## src/rtl/modem_pkg.sv

```systemverilog
// Shared definitions for the modem line monitor.
// Assumes the four status lines are held in one vector ordered
// carrier, ring, data-set-ready, clear-to-send from MSB to LSB.
package modem_pkg;
    localparam int NUM_LINES = 4;
    localparam int LN_CTS    = 0;
    localparam int LN_DSR    = 1;
    localparam int LN_RI     = 2;
    localparam int LN_CD     = 3;
    localparam int CTL_BITS  = 5;

    // control register fields, bit 0 in the lowest position
    typedef struct packed {
        logic loop;
        logic aux2;
        logic aux1;
        logic rts;
        logic dtr;
    } modem_ctl_t;
endpackage

```

## src/rtl/modem_sync.sv

```systemverilog
// Multi-flop synchroniser for a vector of asynchronous inputs.
// Assumes each bit is an independent level; no bus coherency is implied.
module modem_sync #(
    parameter int            WIDTH  = 4,
    parameter int            STAGES = 2,
    parameter logic [WIDTH-1:0] RST_VAL = '1
) (
    input  logic             clk,
    input  logic             rst_n,
    input  logic [WIDTH-1:0] async_i,
    output logic [WIDTH-1:0] sync_o
);
    logic [WIDTH-1:0] stage_q [STAGES];

    genvar s;
    generate
        for (s = 0; s < STAGES; s++) begin : g_stage
            // one flop of the chain, reset to the inactive pin level
            always_ff @(posedge clk) begin
                if (!rst_n)      stage_q[s] <= RST_VAL;
                else if (s == 0) stage_q[s] <= async_i;
                else             stage_q[s] <= stage_q[(s == 0) ? 0 : s-1];
            end
        end
    endgenerate

    assign sync_o = stage_q[STAGES-1];
endmodule

```

## src/rtl/modem_delta.sv

```systemverilog
// Sticky change flag for one status line.
// Either variant is chosen by TRAILING_ONLY: any change, or only a 1->0
// fall of the asserted level (pin low->high). Assumes clr is a one-cycle
// read strobe; an event at the clearing edge wins over the clear.
module modem_delta #(
    parameter bit TRAILING_ONLY = 1'b0
) (
    input  logic clk,
    input  logic rst_n,
    input  logic lvl_i,
    input  logic clr_i,
    output logic flag_o
);
    logic prev_q;
    logic flag_q;
    logic evt;

    // previous level, reset to deasserted
    always_ff @(posedge clk) begin
        if (!rst_n) prev_q <= 1'b0;
        else        prev_q <= lvl_i;
    end

    generate
        if (TRAILING_ONLY) begin : g_trail
            assign evt = prev_q & ~lvl_i;
        end else begin : g_any
            assign evt = prev_q ^ lvl_i;
        end
    endgenerate

    // flag update: set has priority over clear
    always_ff @(posedge clk) begin
        if (!rst_n)     flag_q <= 1'b0;
        else if (evt)   flag_q <= 1'b1;
        else if (clr_i) flag_q <= 1'b0;
    end

    assign flag_o = flag_q;


    sticky_hold_chk: assert property (@(posedge clk) disable iff (!rst_n)
        (flag_q && !clr_i) |=> flag_q);

    clear_on_read_chk: assert property (@(posedge clk) disable iff (!rst_n)
        (clr_i && (prev_q == lvl_i)) |=> !flag_q);

    change_beats_clear_chk: assert property (@(posedge clk) disable iff (!rst_n)
        (clr_i && (prev_q != lvl_i) && (!TRAILING_ONLY || prev_q)) |=> flag_q);
    generate
        if (TRAILING_ONLY) begin : g_trail_chk

            no_leading_set_chk: assert property (@(posedge clk) disable iff (!rst_n)
                (!prev_q && lvl_i && !flag_q) |=> !flag_q);
        end
    endgenerate
endmodule

```

## src/rtl/modem_ctrl_reg.sv

```systemverilog
// Modem control register: holds output enables and the loopback switch.
// Assumes ctl_wr is a synchronous strobe; reserved upper bits are dropped.
module modem_ctrl_reg
    import modem_pkg::*;
#(
    parameter int DATA_W = 8
) (
    input  logic              clk,
    input  logic              rst_n,
    input  logic              wr_i,
    input  logic [DATA_W-1:0] wdata_i,
    output modem_ctl_t        ctl_o,
    output logic [DATA_W-1:0] rdata_o
);
    localparam int PAD_W = DATA_W - CTL_BITS;

    modem_ctl_t ctl_q;

    // register update on write
    always_ff @(posedge clk) begin
        if (!rst_n)    ctl_q <= '0;
        else if (wr_i) ctl_q <= modem_ctl_t'(wdata_i[CTL_BITS-1:0]);
    end

    assign ctl_o   = ctl_q;
    assign rdata_o = {{PAD_W{1'b0}}, ctl_q};


    readback_chk: assert property (@(posedge clk) disable iff (!rst_n)
        wr_i |=> (rdata_o == {{PAD_W{1'b0}}, $past(wdata_i[CTL_BITS-1:0])}));
endmodule

```

## src/rtl/modem_line_monitor.sv

```systemverilog
// Modem line monitor top: synchronises the four status pins, muxes in
// loopback sources, keeps sticky change flags and drives control pins.
// Assumes asynchronous pins; strobes are synchronous to clk.
module modem_line_monitor
    import modem_pkg::*;
#(
    parameter int SYNC_STAGES = 2,
    parameter int DATA_W      = 8
) (
    input  logic              clk,
    input  logic              rst_n,
    input  logic              ctl_wr,
    input  logic [DATA_W-1:0] ctl_wdata,
    output logic [DATA_W-1:0] ctl_q,
    input  logic              stat_rd,
    output logic [DATA_W-1:0] stat_q,
    input  logic              cd_n_i,
    input  logic              ri_n_i,
    input  logic              dsr_n_i,
    input  logic              cts_n_i,
    output logic              dtr_n_o,
    output logic              rts_n_o,
    output logic              out1_n_o,
    output logic              out2_n_o
);
    modem_ctl_t           ctl;
    logic [NUM_LINES-1:0] pin_sync_n;
    logic [NUM_LINES-1:0] ext_lvl;
    logic [NUM_LINES-1:0] loop_lvl;
    logic [NUM_LINES-1:0] lvl;
    logic [NUM_LINES-1:0] flags;

    modem_ctrl_reg #(.DATA_W(DATA_W)) u_ctl (
        .clk     (clk),
        .rst_n   (rst_n),
        .wr_i    (ctl_wr),
        .wdata_i (ctl_wdata),
        .ctl_o   (ctl),
        .rdata_o (ctl_q)
    );

    modem_sync #(.WIDTH(NUM_LINES), .STAGES(SYNC_STAGES), .RST_VAL('1)) u_sync (
        .clk     (clk),
        .rst_n   (rst_n),
        .async_i ({cd_n_i, ri_n_i, dsr_n_i, cts_n_i}),
        .sync_o  (pin_sync_n)
    );

    // source selection: pins (inverted) or control bits in loopback
    always_comb begin
        ext_lvl            = ~pin_sync_n;
        loop_lvl[LN_CTS]   = ctl.rts;
        loop_lvl[LN_DSR]   = ctl.dtr;
        loop_lvl[LN_RI]    = ctl.aux1;
        loop_lvl[LN_CD]    = ctl.aux2;
        lvl                = ctl.loop ? loop_lvl : ext_lvl;
    end

    genvar i;
    generate
        for (i = 0; i < NUM_LINES; i++) begin : g_line
            modem_delta #(.TRAILING_ONLY(i == LN_RI)) u_delta (
                .clk    (clk),
                .rst_n  (rst_n),
                .lvl_i  (lvl[i]),
                .clr_i  (stat_rd),
                .flag_o (flags[i])
            );
        end
    endgenerate

    assign stat_q = {lvl, flags};

    // output pins: active low, forced inactive in loopback
    always_comb begin
        dtr_n_o  = ctl.loop | ~ctl.dtr;
        rts_n_o  = ctl.loop | ~ctl.rts;
        out1_n_o = ctl.loop | ~ctl.aux1;
        out2_n_o = ctl.loop | ~ctl.aux2;
    end


    loop_pins_idle_chk: assert property (@(posedge clk) disable iff (!rst_n)
        ctl_q[4] |-> (dtr_n_o && rts_n_o && out1_n_o && out2_n_o));

    loop_map_chk: assert property (@(posedge clk) disable iff (!rst_n)
        ctl_q[4] |-> (stat_q[7:4] == {ctl_q[3], ctl_q[2], ctl_q[0], ctl_q[1]}));

    pin_drive_chk: assert property (@(posedge clk) disable iff (!rst_n)
        !ctl_q[4] |-> ({out2_n_o, out1_n_o, rts_n_o, dtr_n_o} == ~ctl_q[3:0]));
endmodule

```

## config.mk

```make
export PLATFORM = sky130hd
export DESIGN_NAME = modem_line_monitor
export DESIGN_NICKNAME = d
export VERILOG_FILES = /design/src/rtl/modem_pkg.sv /design/src/rtl/modem_sync.sv /design/src/rtl/modem_delta.sv /design/src/rtl/modem_ctrl_reg.sv /design/src/rtl/modem_line_monitor.sv
export SDC_FILE = /design/constraint.sdc
export NUM_CORES = 1
export LEC_CHECK = 0
export ABC_AREA = 1
export BUFFER_PORTS_ARGS = -buffer_cell sky130_fd_sc_hd__buf_2
export CORE_MARGIN = 3
export CORE_UTILIZATION = 46
export DETAILED_ROUTE_END_ITERATION = 7
export PLACE_DENSITY = 0.81
export SETUP_SLACK_MARGIN = 0.02
export SLEW_MARGIN = 30
export SYNTH_ARGS = -nofsm -noshare
export SYNTH_HDL_FRONTEND = slang
export SYNTH_SLANG_ARGS = --single-unit
```

## constraint.sdc

```tcl
create_clock -name clk -period 1.4 [get_ports clk]
set_input_delay 0.28 -clock clk [delete_from_list [all_inputs] [get_ports clk]]
set_output_delay 0.28 -clock clk [all_outputs]
set_load 0.01 [all_outputs]
```

==> flow_summary.rst, run 1 <==
.. list-table::
   :header-rows: 1

   * - Metric
     - Value
   * - # H-tree levels
     - 1
   * - Cell taking the most area after synthesis
     - sky130_fd_sc_hd__dfxtp_1
   * - Switching share of power
     - 0.275
   * - Number of sinks on the clock net
     - 21
   * - Placer congestion estimate
     - 0.828
   * - Synth Area per Inst
     - 7.78 µm²
   * - Worst Clk Skew
     - 1.87 ps
   * - First-pass GRT wire length
     - 3090 µm
   * - Final setup fails
     - 2
   * - Buffers on Ports
     - 29
   * - Master cell of the clock root buffer
     - sky130_fd_sc_hd__clkbuf_4
   * - Width of the chip
     - 50.3 µm
   * - Arrival time of the worst setup path
     - 1140 ps
   * - Number of nets still failing antenna checks after routing
     - 0
   * - Detail-routed net length per standard cell
     - 11.3 µm
   * - Flop pwr share
     - 0.549
   * - Required time at the worst-slack endpoint
     - 1120 ps
   * - Number of buffers created by CTS
     - 3
   * - Crit path max fanout
     - 5
   * - Floorplan die height
     - 50.3 µm
   * - Reg-to-reg setup timing slack
     - 210 ps
   * - Seq cells post-synth
     - 21
   * - Max-cap check violation count
     - 0
   * - Final hold violation count
     - 0
   * - Cell Rows
     - 15
   * - Area grow syn2layout
     - 28.6%
   * - Clock latency at the later pin of the worst-skew pair
     - 300 ps
   * - Crit-path most repeated cell
     - sky130_fd_sc_hd__buf_6
   * - Crit path capture type
     - primary output
   * - Synth area leaders
     - sky130_fd_sc_hd__dfxtp_1 (47%), sky130_fd_sc_hd__nand2_1 (11%), sky130_fd_sc_hd__buf_4 (10%)
   * - List of cells traversed by the critical path
     - buf_6, nand2_4, nand2_2, inv_2, buf_6
   * - DR pass1 iterations
     - 4
   * - Number of unique standard cell types used by synthesis
     - 15
   * - Avg Vias per Cell
     - 4.56
   * - Area share of the leading cell type in the synthesized netlist
     - 0.466
   * - Max Transition Viols Final
     - 0
   * - GRT overflow
     - 0
   * - Yosys warns
     - 0
   * - Final worst-path setup slack
     - -18.2 ps
   * - Number of buffers added to fix hold violations after cts
     - 0
   * - Diode insertion count for antenna repair
     - 0
   * - Via count of the first global-routing pass
     - 728
   * - Most frequent cells after synthesis
     - sky130_fd_sc_hd__nand2_1 (26), sky130_fd_sc_hd__dfxtp_1 (21), sky130_fd_sc_hd__inv_1 (15), sky130_fd_sc_hd__buf_4 (12)
   * - Pwr/cell area
     - 1040 nW/µm²
   * - Part of the Yosys area used for sequential elements
     - 0.466
   * - Detailed router's first-iteration violation count
     - 15
   * - Setup repair after global routing missed its margin
     - true
   * - Violated checks
     - negative setup slack
   * - Slowest stage delay, CP
     - 430 ps
   * - I/O pins
     - 36
   * - Part of the total power dissipated in the clock network
     - 0.241
   * - Hold Startpoint
     - cd_n_i
   * - Total internal power
     - 0.872 mW
   * - Clock transition at the register clock pins on the worst setup and hold paths after CTS
     - 110 ps
   * - Met1 usage in global routing
     - 0.170
   * - Core area
     - 1780 µm²
   * - Largest net degree at the start of global routing
     - 14
   * - Fin nets
     - 166
   * - Pre-CTS setup slack
     - 212 ps
   * - Maximum clock rate
     - 705 MHz
   * - Worst Setup SP
     - u_ctl.ctl_o[4]
   * - Lkg Pwr
     - 0.617 nW
   * - R2r startpoint
     - u_ctl.ctl_o[4]
   * - Starting density of the core
     - 0.506
   * - Post-layout min period
     - 1420 ps
   * - Area of the die
     - 2530 µm²
   * - Net switching power of the design
     - 0.331 mW
   * - CTS tree
     - built
   * - Met3 track demand over resource in global routing
     - 0.0356
   * - Main synth FF type
     - sky130_fd_sc_hd__dfxtp_1
   * - Async SR Flop Fraction
     - 0
   * - Via count
     - 794
   * - Slowest stage cell on the critical path
     - sky130_fd_sc_hd__dfxtp_4
   * - Crit start category
     - register
   * - DRC violation count after routing
     - 0
   * - Period utilization
     - 1.01
   * - Part of the total power dissipated in combinational logic
     - 0.210
   * - Fin area
     - 1160 µm²
   * - Number of flops mapped to enable cells by yosys
     - 0
   * - Post-synthesis instance area
     - 902 µm²
   * - GRT Max-Usage Layer
     - met2
   * - GRT Overall Usage
     - 0.164
   * - Total routed wirelength
     - 1970 µm
   * - Fraction of layout instances using a drive strength above 1
     - 0.436
   * - Outcome
     - finished with violations
   * - Post-place instance area
     - 970 µm²
   * - Hpwl dp
     - 1290 µm
   * - Number of cells produced by synthesis
     - 116
   * - IR Drop Worst-Case VDD
     - 0.000799 V
   * - Critical path class
     - register to primary output
   * - Min-Delay Path Class
     - input port to register
   * - Initial antenna violation count
     - 0
   * - CTS max path bufs
     - 2
   * - Met2 Resource Use GR
     - 0.298
   * - Most frequent cell after synthesis
     - sky130_fd_sc_hd__nand2_1
[power groups by stage]
stage                     Sequential [mW]  Clock, mW  Combinational (mW)
final                               0.660      0.290               0.253
after CTS                           0.659      0.296               0.224
after detailed placement            0.671          0               0.182
after global placement              0.668          0               0.177
after global routing                0.665      0.315               0.279
after floorplan                     0.669          0               0.153
[layout by cell type (no fill, tap or decap), types with 4 or more instances in the layout]
cell and count:
sky130_fd_sc_hd__buf_2 25, sky130_fd_sc_hd__nand2_1 20, sky130_fd_sc_hd__dfxtp_1 20, sky130_fd_sc_hd__inv_1 12, sky130_fd_sc_hd__buf_4 11, sky130_fd_sc_hd__nor2_1 6
sky130_fd_sc_hd__nand3_1 6, sky130_fd_sc_hd__or2_2 6, sky130_fd_sc_hd__buf_6 6, sky130_fd_sc_hd__nand2_2 5, sky130_fd_sc_hd__a21oi_1 5, sky130_fd_sc_hd__o21ai_0 5
sky130_fd_sc_hd__inv_2 4
[state kept, by name, summed over array words and instances (netlist names)]
register	cells
g_line.u_delta.flag_o	4
g_line.u_delta.prev_q	4
u_ctl.ctl_o	5
u_sync.stage_q	8
[per-layer routing]
layer  part of all wire  vias to the layer above
met1               0.40                      358
li1                   -                      402
met4              0.023                        0
met3              0.055                        4
met5                  0                        -
met2               0.52                       30
[kinds of logic after synthesis]
kind of cell,after synthesis,synth area share
AOI/OAI and AO/OA,11,0.0610
buffers and inverters,32,0.208
DFF,21,0.466
other,1,0.00416
and+or+nand+nor,51,0.261
[per-stage QoR]
step | utilization | power [mW] | std cells | hold slack (ps) | TNS (ps)
after floorplan | - | 0.822 | 118 | 380 | 0
after global placement | 0.544 | 0.844 | 158 | 395 | 0
after global routing | 0.651 | 1.26 | 174 | 152 | -180
final | 0.651 | 1.20 | 174 | 150 | -23.1
after CTS | 0.620 | 1.18 | 170 | 150 | -15.2
after detailed placement | 0.544 | 0.853 | 158 | 398 | 0
[cell type report]
class,instances,area (µm²)
multi-input combinational,65,332
fill,145,623
sequential,21,424
timing repair buffer,42,275
clock buffer,4,26.3
inverter,17,71.3
tap,25,31.3
[final timing paths]
check                        endpoint  cells past startpoint
min              u_sync.stage_q[0][3]                      2
min reg2reg      u_sync.stage_q[1][3]                      1
max reg2reg  g_line[3].u_delta.flag_o                      8
max                         stat_q[4]                      5
[worst max-delay path, delay by kind of cell (launching register included)]
kind | cells | cell delay [ps]
buffers and inverters | 3 | 290
flip-flops | 1 | 430
AND/OR/NAND/NOR | 2 | 120
[repair_timing]
action	in CTS	in global routing
pin swaps	6	1
gates resized for setup	16	8
setup endpoints to repair	6	5
setup buffers	8	4
hold endpoints to repair	0	0
No activity file was read; power rests on OpenSTA's default activity.
==> inputs of run 2 (changes only) <==
Settings changed: CORE_UTILIZATION 46 to 45, PLACE_DENSITY 0.81 to 0.8.
Clock period 1.4 ns to 1.5 ns, I/O delays scaled along.
==> run 2 against run 1 <==
Effect of this change: the flow now finishes without violations; worst hold slack gained 32 ps; routed wire length decreased by 16%; sequential power down 6.7%; via count decreased by 7.3%; largest power group unchanged; clock power shrank 11%; first-iteration DRC count shrank 53%; critical path type unchanged; non-clock buffer count is 9 lower; register-to-register slack improved by 350 ps; count of clock-buffer cells in the layout stayed put; clock skew up 6.1 ps; critical path depth is 1 lower.
==> flow_summary.rst, run 2 (synthesis results as in run 1) <==
.. list-table::
   :header-rows: 1

   * - Metric
     - Value
   * - Detail-routed net length per standard cell
     - 9.99 µm
   * - Area of the die
     - 2580 µm²
   * - Cell Rows
     - 15
   * - Via count of the first global-routing pass
     - 631
   * - I/O pins
     - 36
   * - Pre-CTS setup slack
     - 184 ps
   * - Avg Vias per Cell
     - 4.46
   * - Hpwl dp
     - 1220 µm
   * - Final setup fails
     - 0
   * - Period utilization
     - 0.932
   * - Starting density of the core
     - 0.501
   * - Number of cells after detailed placement
     - 157
   * - Width of the chip
     - 50.8 µm
   * - Total routed wirelength
     - 1650 µm
   * - Floorplan die height
     - 50.8 µm
   * - Area grow syn2layout
     - 14.6%
   * - Final worst-path setup slack
     - 102 ps
   * - Largest register FFs
     - 8
   * - Required time at the worst-slack endpoint
     - 1200 ps
   * - Pwr/cell area
     - 1020 nW/µm²
   * - Placer congestion estimate
     - 0.755
   * - Post-layout min period
     - 1400 ps
   * - Initial antenna violation count
     - 0
   * - Biggest register
     - u_sync.stage_q
   * - Fin nets
     - 157
   * - Setup tns final
     - 0 ps
   * - Fin area
     - 1030 µm²
   * - Worst Clk Skew
     - 7.93 ps
   * - Arrival time of the worst setup path
     - 1100 ps
   * - Number of nets still failing antenna checks after routing
     - 0
   * - Master cell of the clock root buffer
     - sky130_fd_sc_hd__clkbuf_4
   * - Detailed router's first-iteration violation count
     - 7
   * - Core area
     - 1800 µm²
   * - First-pass GRT wire length
     - 2640 µm
   * - Post-place instance area
     - 962 µm²
   * - Number of non-filler instances in the completed layout
     - 165
   * - Crit path capture type
     - primary output
   * - DR pass1 iterations
     - 4
   * - Maximum clock rate
     - 715 MHz
   * - Number of sinks on the clock net
     - 21
   * - Leading cell types in the layout, fill and taps excluded
     - sky130_fd_sc_hd__buf_2 (29), sky130_fd_sc_hd__nand2_1 (25), sky130_fd_sc_hd__dfxtp_1 (19), sky130_fd_sc_hd__inv_1 (15)
   * - Max Transition Viols Final
     - 0
   * - GRT overflow
     - 0
   * - Diode insertion count for antenna repair
     - 0
   * - Clock latency at the later pin of the worst-skew pair
     - 290 ps
   * - Buffers on Ports
     - 29
   * - DRC violation count after routing
     - 0
   * - Min-Delay Path Class
     - input port to register
   * - Setup repair after global routing missed its margin
     - false
   * - Fraction of layout instances using a drive strength above 1
     - 0.350
   * - Via count
     - 736
   * - Lkg Pwr
     - 0.558 nW
   * - Final hold violation count
     - 0
   * - Outcome
     - finished clean
   * - Crit path max fanout
     - 10
   * - CTS tree
     - built
   * - CTS max path bufs
     - 2
   * - Crit start category
     - register
   * - GRT Overall Usage
     - 0.137
   * - IR Drop Worst-Case VDD
     - 0.000615 V
   * - Clock transition at the register clock pins on the worst setup and hold paths after CTS
     - 110 ps
   * - # H-tree levels
     - 1
   * - Largest net degree at the start of global routing
     - 14
   * - Critical path class
     - register to primary output
   * - Number of buffers created by CTS
     - 3
   * - Leading cell type in the layout, fill and taps excluded
     - sky130_fd_sc_hd__buf_2
   * - Final core occ
     - 0.574
   * - Max-cap check violation count
     - 0
   * - Number of buffers added to fix hold violations after cts
     - 0
-- run 2: cell count changes in the layout (fill, tap and decap cells not counted), sizes merged --
| cell | previous run | this run |
|---|---|---|
| buf | 42 | 33 |
-- run 2: path summary, 6_finish.rpt --
path	from	end	slack [ps]	cells after the start
max	u_ctl.ctl_o[4]	rts_n_o	100	4
min	dsr_n_i	u_sync.stage_q[0][1]	180	2
max reg2reg	u_ctl.ctl_o[4]	g_line[3].u_delta.flag_o	560	6
min reg2reg	u_sync.stage_q[0][3]	u_sync.stage_q[1][3]	420	1
-- run 2: through the flow --
stage	hold slack [ps]	total power, mW
after floorplan	392	0.767
after global placement	395	0.785
after detailed placement	398	0.791
after CTS	174	1.05
after global routing	174	1.11
final	181	1.05
-- run 2: repair_timing --
item | in CTS | in global routing
gates cloned | 0 | 0
resized for setup | 2 | 6
endpoints found under the setup margin | 8 | 4
buffers inserted | 0 | 4
-- run 2: power by group --
| group | internal, mW | switching, mW |
|---|---|---|
| clock | 0.103 | 0.154 |
| combinational | 0.0794 | 0.0969 |
| sequential | 0.593 | 0.0232 |
-- run 2: area by class of cell --
cell class | instances | area [µm²]
Clock buffer | 4 | 26.3
Tap cell | 25 | 31.3
Multi-Input combinational cell | 65 | 304
Timing Repair Buffer | 33 | 175
Fill cell | 179 | 768
Sequential cell | 21 | 425
Inverter | 17 | 71.3
-- run 2: metal layers --
layer,part of all wire,track usage
met3,0.075,0.0267
met1,0.45,0.165
met2,0.47,0.230
met4,0.0097,0.0673
met5,0,0
-- run 2: critical path, stage by stage, from the launching register on --
cell and delay (ps):
sky130_fd_sc_hd__dfxtp_4 430, sky130_fd_sc_hd__inv_8 60, sky130_fd_sc_hd__buf_4 130, sky130_fd_sc_hd__nand2_1 60, sky130_fd_sc_hd__buf_2 120
==> inputs of run 3 (changes only) <==
Settings changed: RECOVER_POWER set to 50.
==> run 3 against run 2 <==
Effect of this change: via count down 0.68%; first-iteration DRC count unchanged; worst hold slack about the same; highest routed layer unchanged; critical path type unchanged; clock power about the same; setup slack better by 0.83 ps; critical path depth unchanged; core utilization down 0.069 points; sequential power about the same.
==> flow_summary.rst, run 3 (synthesis results as in run 1) <==
.. list-table::
   :header-rows: 1

   * - Metric
     - Value
   * - I/O pins
     - 36
   * - Clock transition at the register clock pins on the worst setup and hold paths after CTS
     - 110 ps
   * - GRT overflow
     - 0
   * - Fin nets
     - 157
   * - Fin area
     - 1030 µm²
   * - Detailed router's first-iteration violation count
     - 7
   * - Final hold violation count
     - 0
   * - Crit path max fanout
     - 10
   * - Detail-routed net length per standard cell
     - 9.93 µm
   * - Critical path class
     - register to primary output
   * - Buffers on Ports
     - 29
   * - Arrival time of the worst setup path
     - 1100 ps
   * - Leading cell type in the layout, fill and taps excluded
     - sky130_fd_sc_hd__buf_2
   * - CTS tree
     - built
   * - DR pass1 iterations
     - 4
   * - Largest net degree at the start of global routing
     - 14
   * - Cell Rows
     - 15
   * - Via count of the first global-routing pass
     - 631
   * - Max Transition Viols Final
     - 0
   * - Avg Vias per Cell
     - 4.43
   * - Core area
     - 1800 µm²
   * - Reg-to-reg setup timing slack
     - 550 ps
   * - Setup tns final
     - 0 ps
   * - Post-place instance area
     - 962 µm²
   * - Placer congestion estimate
     - 0.755
   * - Width of the chip
     - 50.8 µm
   * - Lkg Pwr
     - 0.557 nW
   * - Biggest register
     - u_sync.stage_q
   * - Initial antenna violation count
     - 0
   * - Final setup fails
     - 0
   * - Number of buffers created by CTS
     - 3
   * - Setup repair after global routing missed its margin
     - false
   * - Area of the die
     - 2580 µm²
   * - Crit start category
     - register
   * - Post-layout min period
     - 1400 ps
   * - DRC violation count after routing
     - 0
   * - Starting density of the core
     - 0.501
   * - Final worst-path setup slack
     - 103 ps
   * - Clock latency at the later pin of the worst-skew pair
     - 290 ps
   * - Via count
     - 731
   * - Master cell of the clock root buffer
     - sky130_fd_sc_hd__clkbuf_4
   * - IR Drop Worst-Case VDD
     - 0.000614 V
   * - Outcome
     - finished clean
   * - Diode insertion count for antenna repair
     - 0
   * - Area grow syn2layout
     - 14.4%
   * - Leading cell types in the layout, fill and taps excluded
     - sky130_fd_sc_hd__buf_2 (28), sky130_fd_sc_hd__nand2_1 (25), sky130_fd_sc_hd__dfxtp_1 (19), sky130_fd_sc_hd__inv_1 (16)
   * - CTS max path bufs
     - 2
   * - Total routed wirelength
     - 1640 µm
   * - Min-Delay Path Class
     - input port to register
   * - Largest register FFs
     - 8
   * - First-pass GRT wire length
     - 2640 µm
   * - Max-cap check violation count
     - 0
   * - Pre-CTS setup slack
     - 184 ps
   * - Floorplan die height
     - 50.8 µm
   * - Fraction of layout instances using a drive strength above 1
     - 0.336
   * - Worst Clk Skew
     - 7.61 ps
   * - GRT Overall Usage
     - 0.137
   * - Number of sinks on the clock net
     - 21
   * - Hold slack
     - 181 ps
   * - Maximum clock rate
     - 716 MHz
   * - # H-tree levels
     - 1
   * - Number of nets still failing antenna checks after routing
     - 0
   * - Required time at the worst-slack endpoint
     - 1200 ps
   * - Crit path capture type
     - primary output
   * - Period utilization
     - 0.931
   * - Pwr/cell area
     - 1020 nW/µm²
   * - Hpwl dp
     - 1220 µm
## run 3: layout make-up
cell class / instances / area, µm²
tap: 25 / 31.3
inverter: 17 / 71.3
sequential: 21 / 425
timing repair buffer: 33 / 174
multi-input combinational: 65 / 304
fill: 178 / 769
clock buffer: 4 / 26.3
## run 3: path summary, 6_finish.rpt
kind / startpoint / end / depth (start not counted)
worst min register to register: u_sync.stage_q[0][2] / u_sync.stage_q[1][2] / 1
worst max-delay path: u_ctl.ctl_o[4] / rts_n_o / 4
worst max register to register: u_ctl.ctl_o[4] / g_line[3].u_delta.flag_o / 6
worst min-delay path: dsr_n_i / u_sync.stage_q[0][1] / 2
## run 3: per-layer routing
metal	up-vias	track usage	wire [µm]
li1	384	-	-
met1	318	0.165	739
met2	27	0.230	763
met3	2	0.0267	120
met4	0	0.0673	16
met5	-	0	0
## run 3: critical path, stage by stage, from the launching register on
cell	delay [ps]
sky130_fd_sc_hd__dfxtp_4	430
sky130_fd_sc_hd__inv_8	60
sky130_fd_sc_hd__buf_4	130
sky130_fd_sc_hd__nand2_1	60
sky130_fd_sc_hd__buf_2	120
## run 3: per-stage QoR
stage,power (mW),instances,utilization
finish,1.05,165,0.573
global route,1.11,165,0.573
CTS,1.05,161,0.551
detailed placement,0.791,157,0.534
global placement,0.785,157,0.534
floorplan,0.767,118,-
## run 3: power by group
part / internal, mW / total (mW) / switching [mW]
logic: 0.0788 / 0.176 / 0.0968
clock network: 0.103 / 0.258 / 0.154
registers: 0.593 / 0.616 / 0.0232
## run 3: timing repair
action,4_1_cts,5_1_grt
endpoints found under the setup margin,8,4
hold buffers,0,0
buffers inserted,0,4
cloned,0,0
endpoints found under the hold margin,0,0
resized for setup,2,6
